[config.mk]
export PLATFORM = sky130hd
export DESIGN_NAME = chan_ctrl
export DESIGN_NICKNAME = d
export VERILOG_FILES = /design/src/rtl/chan_pkg.sv /design/src/rtl/chan_desc_check.sv /design/src/rtl/chan_fsm.sv /design/src/rtl/chan_csr.sv /design/src/rtl/chan_ctrl.sv
export SDC_FILE = /design/constraint.sdc
export NUM_CORES = 1
export LEC_CHECK = 0
export ABC_CLOCK_PERIOD_IN_PS = 4100
export BUFFER_PORTS_ARGS = -buffer_cell sky130_fd_sc_hd__buf_2
export CORE_ASPECT_RATIO = 0.8
export CORE_UTILIZATION = 49
export DETAILED_ROUTE_END_ITERATION = 16
export PLACE_DENSITY = 0.84
export REMOVE_ABC_BUFFERS = 1
export SLEW_MARGIN = 5
export SYNTH_ARGS = -nofsm -noshare
export SYNTH_HDL_FRONTEND = slang
export SYNTH_SLANG_ARGS = --single-unit
[constraint.sdc]
create_clock -name clk -period 4.1 [get_ports clk]
set_clock_uncertainty 0.15 [all_clocks]
set_input_delay 0.82 -clock clk [delete_from_list [all_inputs] [get_ports clk]]
set_output_delay 0.82 -clock clk [all_outputs]
set_load 0.02 [all_outputs]
[src/rtl/chan_pkg.sv]
package chan_pkg;
  localparam int REG_W = 32;

  typedef enum logic [1:0] {
    ST_IDLE = 2'b00,
    ST_BUSY = 2'b01,
    ST_ERR  = 2'b10
  } chan_state_e;

  localparam int B_CHAIN  = 8;
  localparam int B_COUPLE = 9;
  localparam int B_SLAVE  = 10;
  localparam int B_SRST   = 16;
endpackage

[src/rtl/chan_desc_check.sv]
module chan_desc_check #(
  parameter int OP_W      = 4,
  parameter int NUM_OPS   = 5,
  parameter int ALIGN_LSB = 2
) (
  input  logic [OP_W-1:0]      op,
  input  logic [ALIGN_LSB-1:0] src_lo,
  input  logic [ALIGN_LSB-1:0] dst_lo,
  input  logic [ALIGN_LSB-1:0] cnt_lo,
  output logic                 bad_op,
  output logic                 bad_align
);
  always_comb begin
    bad_op    = (op == '0) || (int'(op) > NUM_OPS);
    bad_align = (|src_lo) || (|dst_lo) || (|cnt_lo);
  end
endmodule

[src/rtl/chan_fsm.sv]
module chan_fsm
  import chan_pkg::*;
(
  input  logic        clk,
  input  logic        mrst_n,
  input  logic        soft_rst,
  input  logic        go_ok,
  input  logic        go_bad,
  input  logic        cfg_err,
  input  logic        done_in,
  output chan_state_e state_q
);
  always_ff @(posedge clk or negedge mrst_n) begin
    if (!mrst_n) begin
      state_q <= ST_IDLE;
    end else if (soft_rst) begin
      state_q <= ST_IDLE;
    end else if (cfg_err || go_bad) begin
      state_q <= ST_ERR;
    end else begin
      case (state_q)
        ST_IDLE: if (go_ok)   state_q <= ST_BUSY;
        ST_BUSY: if (done_in) state_q <= ST_IDLE;
        default: state_q <= state_q;
      endcase
    end
  end
endmodule

[src/rtl/chan_csr.sv]
module chan_csr
  import chan_pkg::*;
#(
  parameter int ADDR_W = 4
) (
  input  logic              clk,
  input  logic              mrst_n,
  input  logic              bus_we,
  input  logic              bus_re,
  input  logic [ADDR_W-1:0] bus_addr,
  input  logic [B_SRST:0]   wlo,
  input  logic              set_dec,
  input  logic              set_aln,
  input  logic              set_done,
  input  chan_state_e       state_q,
  output logic              soft_rst,
  output logic              cfg_err,
  output logic [2:0]        err_flags,
  output logic [REG_W-1:0]  bus_rdata,
  output logic              fifo_flush,
  output logic              exec_abort
);
  logic       hit;
  logic [7:0] tag_q;
  logic [2:0] role_q;
  logic [4:0] scr_q;
  logic       f_cfg, f_dec, f_aln, f_done;
  logic [REG_W-1:0] view;

  always_comb begin
    hit      = (bus_addr == '0);
    soft_rst = bus_we && hit && wlo[B_SRST];
    cfg_err  = bus_we && hit && !wlo[B_SRST] &&
               (wlo[B_CHAIN] || (wlo[B_COUPLE] && wlo[B_SLAVE]));
    view     = {state_q, 2'b00, f_cfg, f_dec, f_aln, f_done,
                7'b0, 1'b0, scr_q, role_q, tag_q};
    err_flags = {f_cfg, f_dec, f_aln};
  end

  always_ff @(posedge clk or negedge mrst_n) begin
    if (!mrst_n) begin
      tag_q  <= '0;
      role_q <= '0;
      scr_q  <= '0;
      f_cfg  <= 1'b0;
      f_dec  <= 1'b0;
      f_aln  <= 1'b0;
      f_done <= 1'b0;
    end else if (soft_rst) begin
      tag_q  <= '0;
      f_cfg  <= 1'b0;
      f_dec  <= 1'b0;
      f_aln  <= 1'b0;
      f_done <= 1'b0;
    end else begin
      if (bus_we && hit) begin
        tag_q  <= wlo[7:0];
        role_q <= wlo[B_SLAVE:B_CHAIN];
        scr_q  <= wlo[15:11];
      end
      f_cfg  <= f_cfg  | cfg_err;
      f_dec  <= f_dec  | set_dec;
      f_aln  <= f_aln  | set_aln;
      f_done <= f_done | set_done;
    end
  end

  always_ff @(posedge clk or negedge mrst_n) begin
    if (!mrst_n) begin
      bus_rdata  <= '0;
      fifo_flush <= 1'b0;
      exec_abort <= 1'b0;
    end else begin
      if (bus_re) bus_rdata <= hit ? view : '0;
      fifo_flush <= soft_rst;
      exec_abort <= soft_rst && (state_q == ST_BUSY);
    end
  end
endmodule

[src/rtl/chan_ctrl.sv]
module chan_ctrl
  import chan_pkg::*;
#(
  parameter int ADDR_W    = 4,
  parameter int OP_W      = 4,
  parameter int NUM_OPS   = 5,
  parameter int AW        = 32,
  parameter int CW        = 16,
  parameter int ALIGN_LSB = 2
) (
  input  logic              clk,
  input  logic              mrst_n,
  input  logic              bus_we,
  input  logic              bus_re,
  input  logic [ADDR_W-1:0] bus_addr,
  input  logic [REG_W-1:0]  bus_wdata,
  output logic [REG_W-1:0]  bus_rdata,
  input  logic              ins_valid,
  output logic              ins_ready,
  input  logic [OP_W-1:0]   ins_op,
  input  logic [AW-1:0]     ins_src,
  input  logic [AW-1:0]     ins_dst,
  input  logic [CW-1:0]     ins_cnt,
  input  logic              done_in,
  output logic              exec_go,
  output logic [OP_W-1:0]   exec_op,
  output logic [AW-1:0]     exec_src,
  output logic [AW-1:0]     exec_dst,
  output logic [CW-1:0]     exec_cnt,
  output logic              exec_abort,
  output logic              fifo_flush
);
  chan_state_e state_q;
  logic bad_op, bad_align, take, go_ok, go_bad;
  logic soft_rst, cfg_err, done_evt;
  logic [2:0] err_flags;
  logic unused_wbits;

  assign unused_wbits = ^bus_wdata[REG_W-1:B_SRST+1];

  chan_desc_check #(.OP_W(OP_W), .NUM_OPS(NUM_OPS), .ALIGN_LSB(ALIGN_LSB)) u_chk_desc (
    .op(ins_op),
    .src_lo(ins_src[ALIGN_LSB-1:0]),
    .dst_lo(ins_dst[ALIGN_LSB-1:0]),
    .cnt_lo(ins_cnt[ALIGN_LSB-1:0]),
    .bad_op(bad_op),
    .bad_align(bad_align)
  );

  always_comb begin
    ins_ready = (state_q == ST_IDLE);
    take      = ins_valid && ins_ready;
    go_bad    = take && (bad_op || bad_align);
    go_ok     = take && !bad_op && !bad_align;
    done_evt  = done_in && (state_q == ST_BUSY) && !soft_rst && !cfg_err;
  end

  chan_fsm u_fsm (
    .clk(clk), .mrst_n(mrst_n), .soft_rst(soft_rst), .go_ok(go_ok),
    .go_bad(go_bad), .cfg_err(cfg_err), .done_in(done_in), .state_q(state_q)
  );

  chan_csr #(.ADDR_W(ADDR_W)) u_csr (
    .clk(clk), .mrst_n(mrst_n), .bus_we(bus_we), .bus_re(bus_re),
    .bus_addr(bus_addr), .wlo(bus_wdata[B_SRST:0]),
    .set_dec(take && bad_op), .set_aln(take && bad_align), .set_done(done_evt),
    .state_q(state_q), .soft_rst(soft_rst), .cfg_err(cfg_err),
    .err_flags(err_flags), .bus_rdata(bus_rdata),
    .fifo_flush(fifo_flush), .exec_abort(exec_abort)
  );

  always_ff @(posedge clk or negedge mrst_n) begin
    if (!mrst_n) begin
      exec_go  <= 1'b0;
      exec_op  <= '0;
      exec_src <= '0;
      exec_dst <= '0;
      exec_cnt <= '0;
    end else begin
      exec_go <= go_ok && !soft_rst && !cfg_err;
      if (go_ok) begin
        exec_op  <= ins_op;
        exec_src <= ins_src;
        exec_dst <= ins_dst;
        exec_cnt <= ins_cnt;
      end
    end
  end
endmodule

Word-level counts from Yosys, hierarchy flattened
Cells that the tools add are included.
Widths: inputs -> output; s select.

storage, ports and cells
  input port bits = 126
  logic and storage cells = 75
  register bits = 141
  output and inout bits = 120

cells by class
  multiplexer cells = 12
  eq/ne operators = 3
  reduce and logical (&&, ||, !) cells = 38
  magnitude comparators = 1
  bitwise gates (word level) = 5

operators with widths
  kind                count
  $mux 32             1
  $logic_and 1x1->1   17
  $mux 8              2
  $logic_not 4->1     2
  $mux 2              4
  $logic_or 1x1->1    6
  $reduce_or 2->1     3
  $logic_not 1->1     5
  $gt 4x3->1 const B  1
  $mux 1              4
  $ne 4x1->1 const B  1
  $ne 4x3->1 const B  1
  $or 1x1->1          4
  $pmux 2 s2          1
  $reduce_bool 4->1   1
  $reduce_and 3->1    1
  $eq 2x1->1 const B  1
  $logic_not 2->1     1
  $reduce_and 2->1    1
  $reduce_bool 2->1   1
  $not 1->1           1

Logic depth before layout (Yosys ltp)
Gate-level depths: netlist of the first run.

  depth after elaboration = 9
  depth in mapped cells = 6

Modules after synthesis
Synthesis of the first run repeated with hierarchy kept, for this count alone.

second synthesis, totals
  cell total of the unflattened synthesis = 329
  area total of the unflattened synthesis = 5,258.8 um^2

modules (own cells, without submodules)
  module           area an instance (um^2)  cells an instance  instances  sequential area each (um^2)
  chan_ctrl        3,355.7                  189                1          2,127.0
  chan_csr         1,783.0                  127                1          1,101.1
  chan_fsm         93.8                     8                  1          50.0
  chan_desc_check  26.3                     5                  1          0.0

Worst setup path after synthesis of the first run
Ideal clock, no wire load.

  path type = in2reg
  start = input port bus_addr[2]
  end = register u_csr.role_q[0]
  cell stages on the path = 4
  required time = 3.825 ns
  path slack = 1.820 ns
  setup time = 0.125 ns
  data arrival time = 2.005 ns
  cells stage by stage = or3_4 -> or3_1 -> buf_6 -> mux2_4

between the ends
  longest elaborated chain between the ends = 5

ends and longest elaborated chain
  element                       line                            text
  from (decl)                   chan_ctrl.sv:15                 input logic [ADDR_W-1:0] bus_addr,
  $logic_not 4->1 *             chan_csr.sv:31                  hit = (bus_addr == '0);
  $logic_and 1x1->1 *           chan_csr.sv:32, chan_csr.sv:56
  $logic_and 1x1->1             chan_csr.sv:32                  soft_rst = bus_we && hit && wlo[B_SRST];
  $not 1->1 (no line)           n/a
  $reduce_and 2->1 (no line) *  n/a
  to (signal assigned)          chan_csr.sv:58                  role_q <= wlo[B_SLAVE:B_CHAIN];
  to (decl)                     chan_csr.sv:25                  logic [2:0] role_q;

Every way passes the cells marked *; elsewhere a longest branch is shown, timed or not.
A chain may end at the register's enable or synchronous reset.

Final worst setup path of the first run
  start = input port bus_addr[2]
  end = register u_csr.bus_rdata[0]

between the ends
  longest elaborated chain between the ends = 2

ends and longest elaborated chain
  element               line            text
  $logic_not 4->1       chan_csr.sv:31
  $mux 32               chan_csr.sv:74  if (bus_re) bus_rdata <= hit ? view : '0;
  to (signal assigned)  chan_csr.sv:74
  to (decl)             chan_csr.sv:19  output logic [REG_W-1:0] bus_rdata,

No other way between the ends.

==> results of run 1 <==
## cell type report
| cell class | count | share of cell area |
|---|---|---|
| Multi-Input combinational cell | 183 | 0.233 |
| Inverter | 4 | 0.00222 |
| Clock inverter | 6 | 0.0118 |
| Tap cell | 136 | 0.0252 |
| Timing Repair Buffer | 225 | 0.171 |
| Sequential cell | 131 | 0.485 |
| Clock buffer | 22 | 0.0716 |
## logic make-up after synthesis
| kind of cell | share of synthesized area |
|---|---|
| DFF | 0.653 |
| muxes | 0.197 |
| and+or+nand+nor | 0.0496 |
| AOI/OAI and AO/OA | 0.0585 |
| buffers and inverters | 0.0421 |
| other | 0.000746 |
## cells in the final DEF, fill, tap and decap left out, types with 2 or more instances in the layout
cell and instances:
sky130_fd_sc_hd__buf_2 219, sky130_fd_sc_hd__dfrtp_1 131, sky130_fd_sc_hd__mux2_2 77, sky130_fd_sc_hd__a22o_1 22
sky130_fd_sc_hd__clkbuf_16 17, sky130_fd_sc_hd__nand2_1 16, sky130_fd_sc_hd__o21ai_0 10, sky130_fd_sc_hd__conb_1 10
sky130_fd_sc_hd__nor2_1 9, sky130_fd_sc_hd__mux2_4 8, sky130_fd_sc_hd__and2_1 7, sky130_fd_sc_hd__a21oi_1 4
sky130_fd_sc_hd__clkbuf_8 4, sky130_fd_sc_hd__clkinv_2 4, sky130_fd_sc_hd__buf_4 4, sky130_fd_sc_hd__inv_1 3
sky130_fd_sc_hd__or3_1 2, sky130_fd_sc_hd__nor3_1 2, sky130_fd_sc_hd__a211oi_1 2, sky130_fd_sc_hd__nand3_1 2
sky130_fd_sc_hd__bufinv_16 2
## report_power, final
| group | total, mW | internal, mW | switching, mW | leakage (nW) |
|---|---|---|---|---|
| Clock | 1.43 | 0.941 | 0.492 | 0.283 |
| Sequential | 1.40 | 1.36 | 0.0405 | 1.80 |
| Combinational | 0.249 | 0.113 | 0.136 | 1.82 |
| Total | 3.08 | 2.41 | 0.668 | 3.90 |
## layer usage
metal | GRT usage | wire length [um]
met1 | 0.252 | 4460
met2 | 0.369 | 5680
met4 | 0.0909 | 191
met5 | 0 | 0
met3 | 0.0753 | 803
## per-stage QoR
step	hold slack (ps)	instances	power, mW	setup WS [ps]	util
2_1_floorplan	301	318	1.53	467	-
3_3_place_gp	314	679	1.66	1530	0.632
3_5_place_dp	319	679	1.67	1510	0.632
4_1_cts	336	707	3.11	1920	0.689
5_1_grt	352	707	3.20	1880	0.689
6_report	332	707	3.08	1890	0.689
## worst register-to-register path, delay by kind of cell (launching register included)
family / cells / cell delay (ps)
buffers and inverters: 1 / 300
DFF: 1 / 440
muxes: 1 / 470
and+or+nand+nor: 3 / 550
## state kept, by name, indices dropped and copies added, names as in the netlist, 2 cells and up
name,count
u_csr.role_q,3
exec_op,4
u_csr.bus_rdata,22
exec_cnt,16
u_csr.tag_q,8
exec_dst,32
exec_src,32
u_csr.scr_q,5
u_fsm.state_q,2
## worst paths after layout
check	cells after the start	endpoint	start	slack (ps)
max	5	u_csr.bus_rdata[0]	bus_addr[2]	1890
min	2	u_csr.tag_q[5]	u_csr.tag_q[5]	330
max reg2reg	5	exec_dst[21]	u_fsm.state_q[1]	2070
min reg2reg	2	u_csr.tag_q[5]	u_csr.tag_q[5]	330
max in group asynchronous	2	exec_src[5]	mrst_n	2650
min in group asynchronous	1	exec_dst[1]	mrst_n	340
==> out/qor.txt, run 1 <==
outcome = finished clean
Synth Area per Inst = 15.0 um^2
Placement Cell Area = 0.00620 mm^2
Reg area = 0.00328 mm^2
largest stage delay on the critical path = 590 ps
GRT Residual Overflow = 0
length of the first detailed-routing pass in iterations = 4
master cell of the clock root buffer = sky130_fd_sc_hd__clkbuf_16
worst path required time = 4280 ps
clock insertion delay at the later pin of the skew report = 400 ps
setup repair after global routing missed its margin = no
Setup Fix Bufs, Post-CTS = 0
area of the mapped netlist = 0.00502 mm^2
net count of the finished layout = 688
Top-Level Pins = 246
Async SR Flop Fraction = 1.00
vias after detailed routing = 3494
cell taking the most area after synthesis = sky130_fd_sc_hd__dfrtp_1
Total Routed Length = 11100 um
Worst setup EP type = register
detailed placement HPWL = 7790 um
Resize count post-CTS = 0
Sum Neg Setup Slack = 0 ps
largest net degree at the start of global routing = 89
cell type of the slowest stage on the worst timing path = sky130_fd_sc_hd__nor3_2
worst path arrival time = 2390 ps
initial core utilization = 0.512
static power due to leakage = 3.90 nW
Seq/Total Area, Yosys = 0.653
number of distinct library cell variants in the gate-level netlist after synthesis = 30
Multi-input gate area = 0.00158 mm^2
Layout Cell Area excl Fill = 0.00676 mm^2
number of warnings reported in the yosys synthesis log = 0
floorplan die area = 0.0107 mm^2
max capacitance violation total = 0
GP Congestion = 0.745
Post-route DRC = 0
final critical path time including I/O delays and setup = 2210 ps
biggest fanout along the worst timing path = 13
Post-CTS Hold Buffers = 0
synthesis-to-finish area growth = 34.6%
Clock Path Buffers = 2
kind of cell adding the most delay to the critical path = simple AND/OR/NAND/NOR gates
drt via density = 4.94
biggest area contributors in the synthesized netlist = sky130_fd_sc_hd__dfrtp_1 (65%), sky130_fd_sc_hd__mux2_2 (17%), sky130_fd_sc_hd__a22o_1 (3.8%), sky130_fd_sc_hd__mux2_4 (2.4%), sky130_fd_sc_hd__buf_4 (1.6%)
CTS H-tree lvls = 4
count of final hold-check violations = 0
highest achievable clock rate = 452 MHz
final max-slew violation count = 0
floorplan die width = 115 um
cells traversed along the worst timing path = buf_2 -> or3_4 -> nor3_2 -> buf_4 -> a22o_1
CTS sink count = 131
most frequent cell after synthesis = sky130_fd_sc_hd__dfrtp_1
cell types with the highest counts after synthesis = sky130_fd_sc_hd__dfrtp_1 (131), sky130_fd_sc_hd__mux2_2 (77), sky130_fd_sc_hd__a22o_1 (22)
Setup-failing EPs final = 0
CTS tree = built
count of inserted antenna diode cells = 0
GRT Overall Usage = 0.218
number of antenna violations at the first check in global routing = 0
via count of the first global-routing pass = 3469
post-synth top area share = 0.653
Bufs and invs on worst path = 2
number of buffers created by CTS = 17
remaining max-slew budget at the tightest pin = 0.479
Primary FF master, synth = sky130_fd_sc_hd__dfrtp_1
type of the setup path with the least slack = primary input to register
transition time at the pin with the least slew margin = 781 ps
Worst VDD drop = 0.000269 V
number of I/O port buffers = 220
gate count after technology mapping = 335
number of enable flip-flop cells after synthesis = 0
fin crit share = 0.540
post-route ant nets = 0
fraction of final layout cells sized beyond drive strength 1 = 0.601
total power density per cell area = 456 mW/mm^2
first-pass GRT wire length = 17200 um
Layout fillers = 675
Routed wire per std cell = 15.7 um
floorplan row count = 32
clock input transition at the sequential cells of the worst setup and hold paths = 50 ps
die height = 92.6 um
Min-Delay Path Class = register to register
Synth Register Bits = 131
First DRT Iteration DRCs = 121
startpoint class of the critical path = primary input
Core ar. = 0.00981 mm^2
No activity file was read; power rests on OpenSTA's default activity.
==> inputs of run 2 (changes only) <==
Settings changed: ABC_CLOCK_PERIOD_IN_PS 4100 to 1900, CORE_UTILIZATION 49 to 41, PLACE_DENSITY 0.84 to 0.75.
Clock period 4.1 ns to 1.9 ns, I/O delays scaled along.
==> run 2 against run 1 <==
  * Register-to-register slack worse by 2000 ps
  * First-iteration DRC count decreased by 16%
  * Critical endpoint is now exec_src[8]
  * Highest routed layer unchanged
  * Via count up 2.2%
  * Largest cell class unchanged
==> out/qor.txt, run 2 (synthesis gave the netlist of run 1 again) <==
final core occ = 0.610 (-0.0797)
GRT Residual Overflow = 0 (unchanged)
cells traversed along the worst timing path = nor2_2 -> and2_4 -> and3_4 -> buf_12 -> buf_12 -> mux2_2
largest registers ranked by flip-flop count = exec_dst: 32 flops, exec_src: 32 flops, u_csr.bus_rdata: 22 flops
most common cell after layout, fill and taps aside = sky130_fd_sc_hd__buf_2
Core ar. = 0.0117 mm^2 (+20%)
largest net degree at the start of global routing = 51 (-43%)
worst path required time = 2030 ps (-2250 ps)
worst min-delay path startpoint = ins_cnt[12]
post-route ant nets = 0 (unchanged)
Setup-failing EPs final = 0 (unchanged)
startpoint class of the critical path = register
Routed wire per std cell = 15.4 um (-2.4%)
drt via density = 4.74 (-4.0%)
worst hold path stage count = 2 (unchanged)
worst setup path startpoint = u_fsm.state_q[1]
count of inserted antenna diode cells = 0 (unchanged)
reg2reg start = u_fsm.state_q[1]
global routing usage on met1 = 0.242 (-0.00985)
count of final hold-check violations = 0 (unchanged)
total power density per cell area = 1020 mW/mm^2 (+120%)
Finished Layout Cells = 753 (+6.5%)
first-pass GRT wire length = 18300 um (+6.3%)
biggest fanout along the worst timing path = 20 (+7)
CTS H-tree lvls = 4 (unchanged)
die height = 101 um (+9.1%)
CTS sink count = 131 (unchanged)
busiest grt layer = met2
floorplan die area = 0.0127 mm^2 (+19%)
final max-slew violation count = 0 (unchanged)
net count of the finished layout = 718 (+4.4%)
GRT Overall Usage = 0.190 (-0.0285)
number of antenna violations at the first check in global routing = 0 (unchanged)
Layout fillers = 929 (+38%)
clock insertion delay at the later pin of the skew report = 400 ps (about the same)
cell type of the slowest stage on the worst timing path = sky130_fd_sc_hd__dfrtp_1
static power due to leakage = 4.11 nW (+5.3%)
Post-route DRC = 0 (unchanged)
Worst VDD drop = 0.000620 V (+130%)
fin crit share = 0.958
post-placement setup slack = -167 ps (-1680 ps)
number of I/O port buffers = 220 (unchanged)
length of the first detailed-routing pass in iterations = 4 (unchanged)
Total Routed Length = 11600 um (+3.9%)
highest-count cells in the layout ignoring fill and taps = sky130_fd_sc_hd__buf_2 (219), sky130_fd_sc_hd__dfrtp_1 (131), sky130_fd_sc_hd__mux2_2 (77)
GR Layer Usage met2 = 0.306 (-0.0630)
worst path arrival time = 1960 ps (-430 ps)
total placed cells including tap cells = 720 (+6.0%)
setup repair after global routing missed its margin = yes
worst hold slack = 50.7 ps (-282 ps)
Clock Path Buffers = 2 (unchanged)
outcome = finished clean
Min-Delay Path Class = primary input to register
First DRT Iteration DRCs = 102 (-16%)
vias after detailed routing = 3571 (+2.2%)
CTS tree = built
type of the setup path with the least slack = register to register
Sum Neg Setup Slack = 0 ps (unchanged)
synthesis-to-finish area growth = 42.4%
floorplan die width = 126 um (+9.2%)
max capacitance violation total = 0 (unchanged)
final critical path time including I/O delays and setup = 1820 ps
Top-Level Pins = 246 (unchanged)
fraction of final layout cells sized beyond drive strength 1 = 0.621 (+0.0208)
Setup Fix Bufs, Post-CTS = 0 (unchanged)
largest stage delay on the critical path = 390 ps (-200 ps)
master cell of the clock root buffer = sky130_fd_sc_hd__clkbuf_16
via count of the first global-routing pass = 3650 (+5.2%)
most used cell, CP = sky130_fd_sc_hd__buf_12
detailed placement HPWL = 8630 um (+11%)
highest achievable clock rate = 549 MHz
GP Congestion = 0.764 (+2.5%)
setup slack after layout = 79.1 ps (-1810 ps)
initial core utilization = 0.428 (-0.0841)
number of buffers created by CTS = 17 (unchanged)
Reg2Reg Depth = 6 (+1)
met3 Usage GRT = 0.0557 (-0.0195)
floorplan row count = 35 (+9.4%)
clock input transition at the sequential cells of the worst setup and hold paths = 60 ps (about the same)
Worst setup EP type = register
-- run 2: changes by cell type in the layout (fill, tap and decap cells not counted), sizes merged --
cell / previous run / this run
buf: 225 / 254
bufinv: 2 / 6
clkbuf: 22 / 20
clkinvlp: 0 / 1
dlygate4sd3: 0 / 1
inv: 3 / 4
-- run 2: path summary, 6_finish.rpt --
kind / end / slack [ps]
setup / recovery: exec_src[8] / 80
hold / removal: exec_cnt[12] / 50
setup reg to reg: exec_src[8] / 80
hold reg to reg: exec_src[1] / 340
max in group asynchronous: u_csr.bus_rdata[9] / 730
min in group asynchronous: exec_dst[1] / 290
-- run 2: where the power goes --
part | switching (mW) | internal (mW) | total, mW
sequential | 0.0769 | 2.93 | 3.01
clock | 1.18 | 2.50 | 3.69
combinational | 0.308 | 0.281 | 0.589
-- run 2: per-layer routing --
layer | share of wire | vias to the layer above
met3 | 0.063 | 10
met4 | 0.0089 | 0
met2 | 0.49 | 144
met1 | 0.44 | 1742
met5 | 0 | -
li1 | - | 1675
-- run 2: worst max-delay path: cells and delay by family, from the launching register on --
| kind | cells | cell delay, ps |
|---|---|---|
| flip-flops | 1 | 390 |
| buffers and inverters | 2 | 310 |
| multiplexers | 1 | 350 |
| AND/OR/NAND/NOR | 3 | 500 |
-- run 2: metrics by stage --
step	instance area [um^2]	total power [mW]
global placement	6460	3.62
CTS	7150	7.36
finish	7160	7.29
global route	7160	7.57
detailed placement	6460	3.65
floorplan	4860	3.31
-- run 2: repair_timing --
action / CTS / global route
hold buffers: 1 / 0
setup endpoints to repair: 0 / 73
hold endpoints to repair: 32 / 0
gates resized for setup: 0 / 2
-- run 2: final cells by class --
type	instances	area, um^2	share of cell area
repair buffers	255	1420	0.199
inverters	4	15.0	0.00210
well taps	148	185	0.0259
clock inverters	12	228	0.0318
multi-input cells	183	1580	0.221
clock buffers	20	447	0.0624
flip-flops and latches	131	3280	0.458
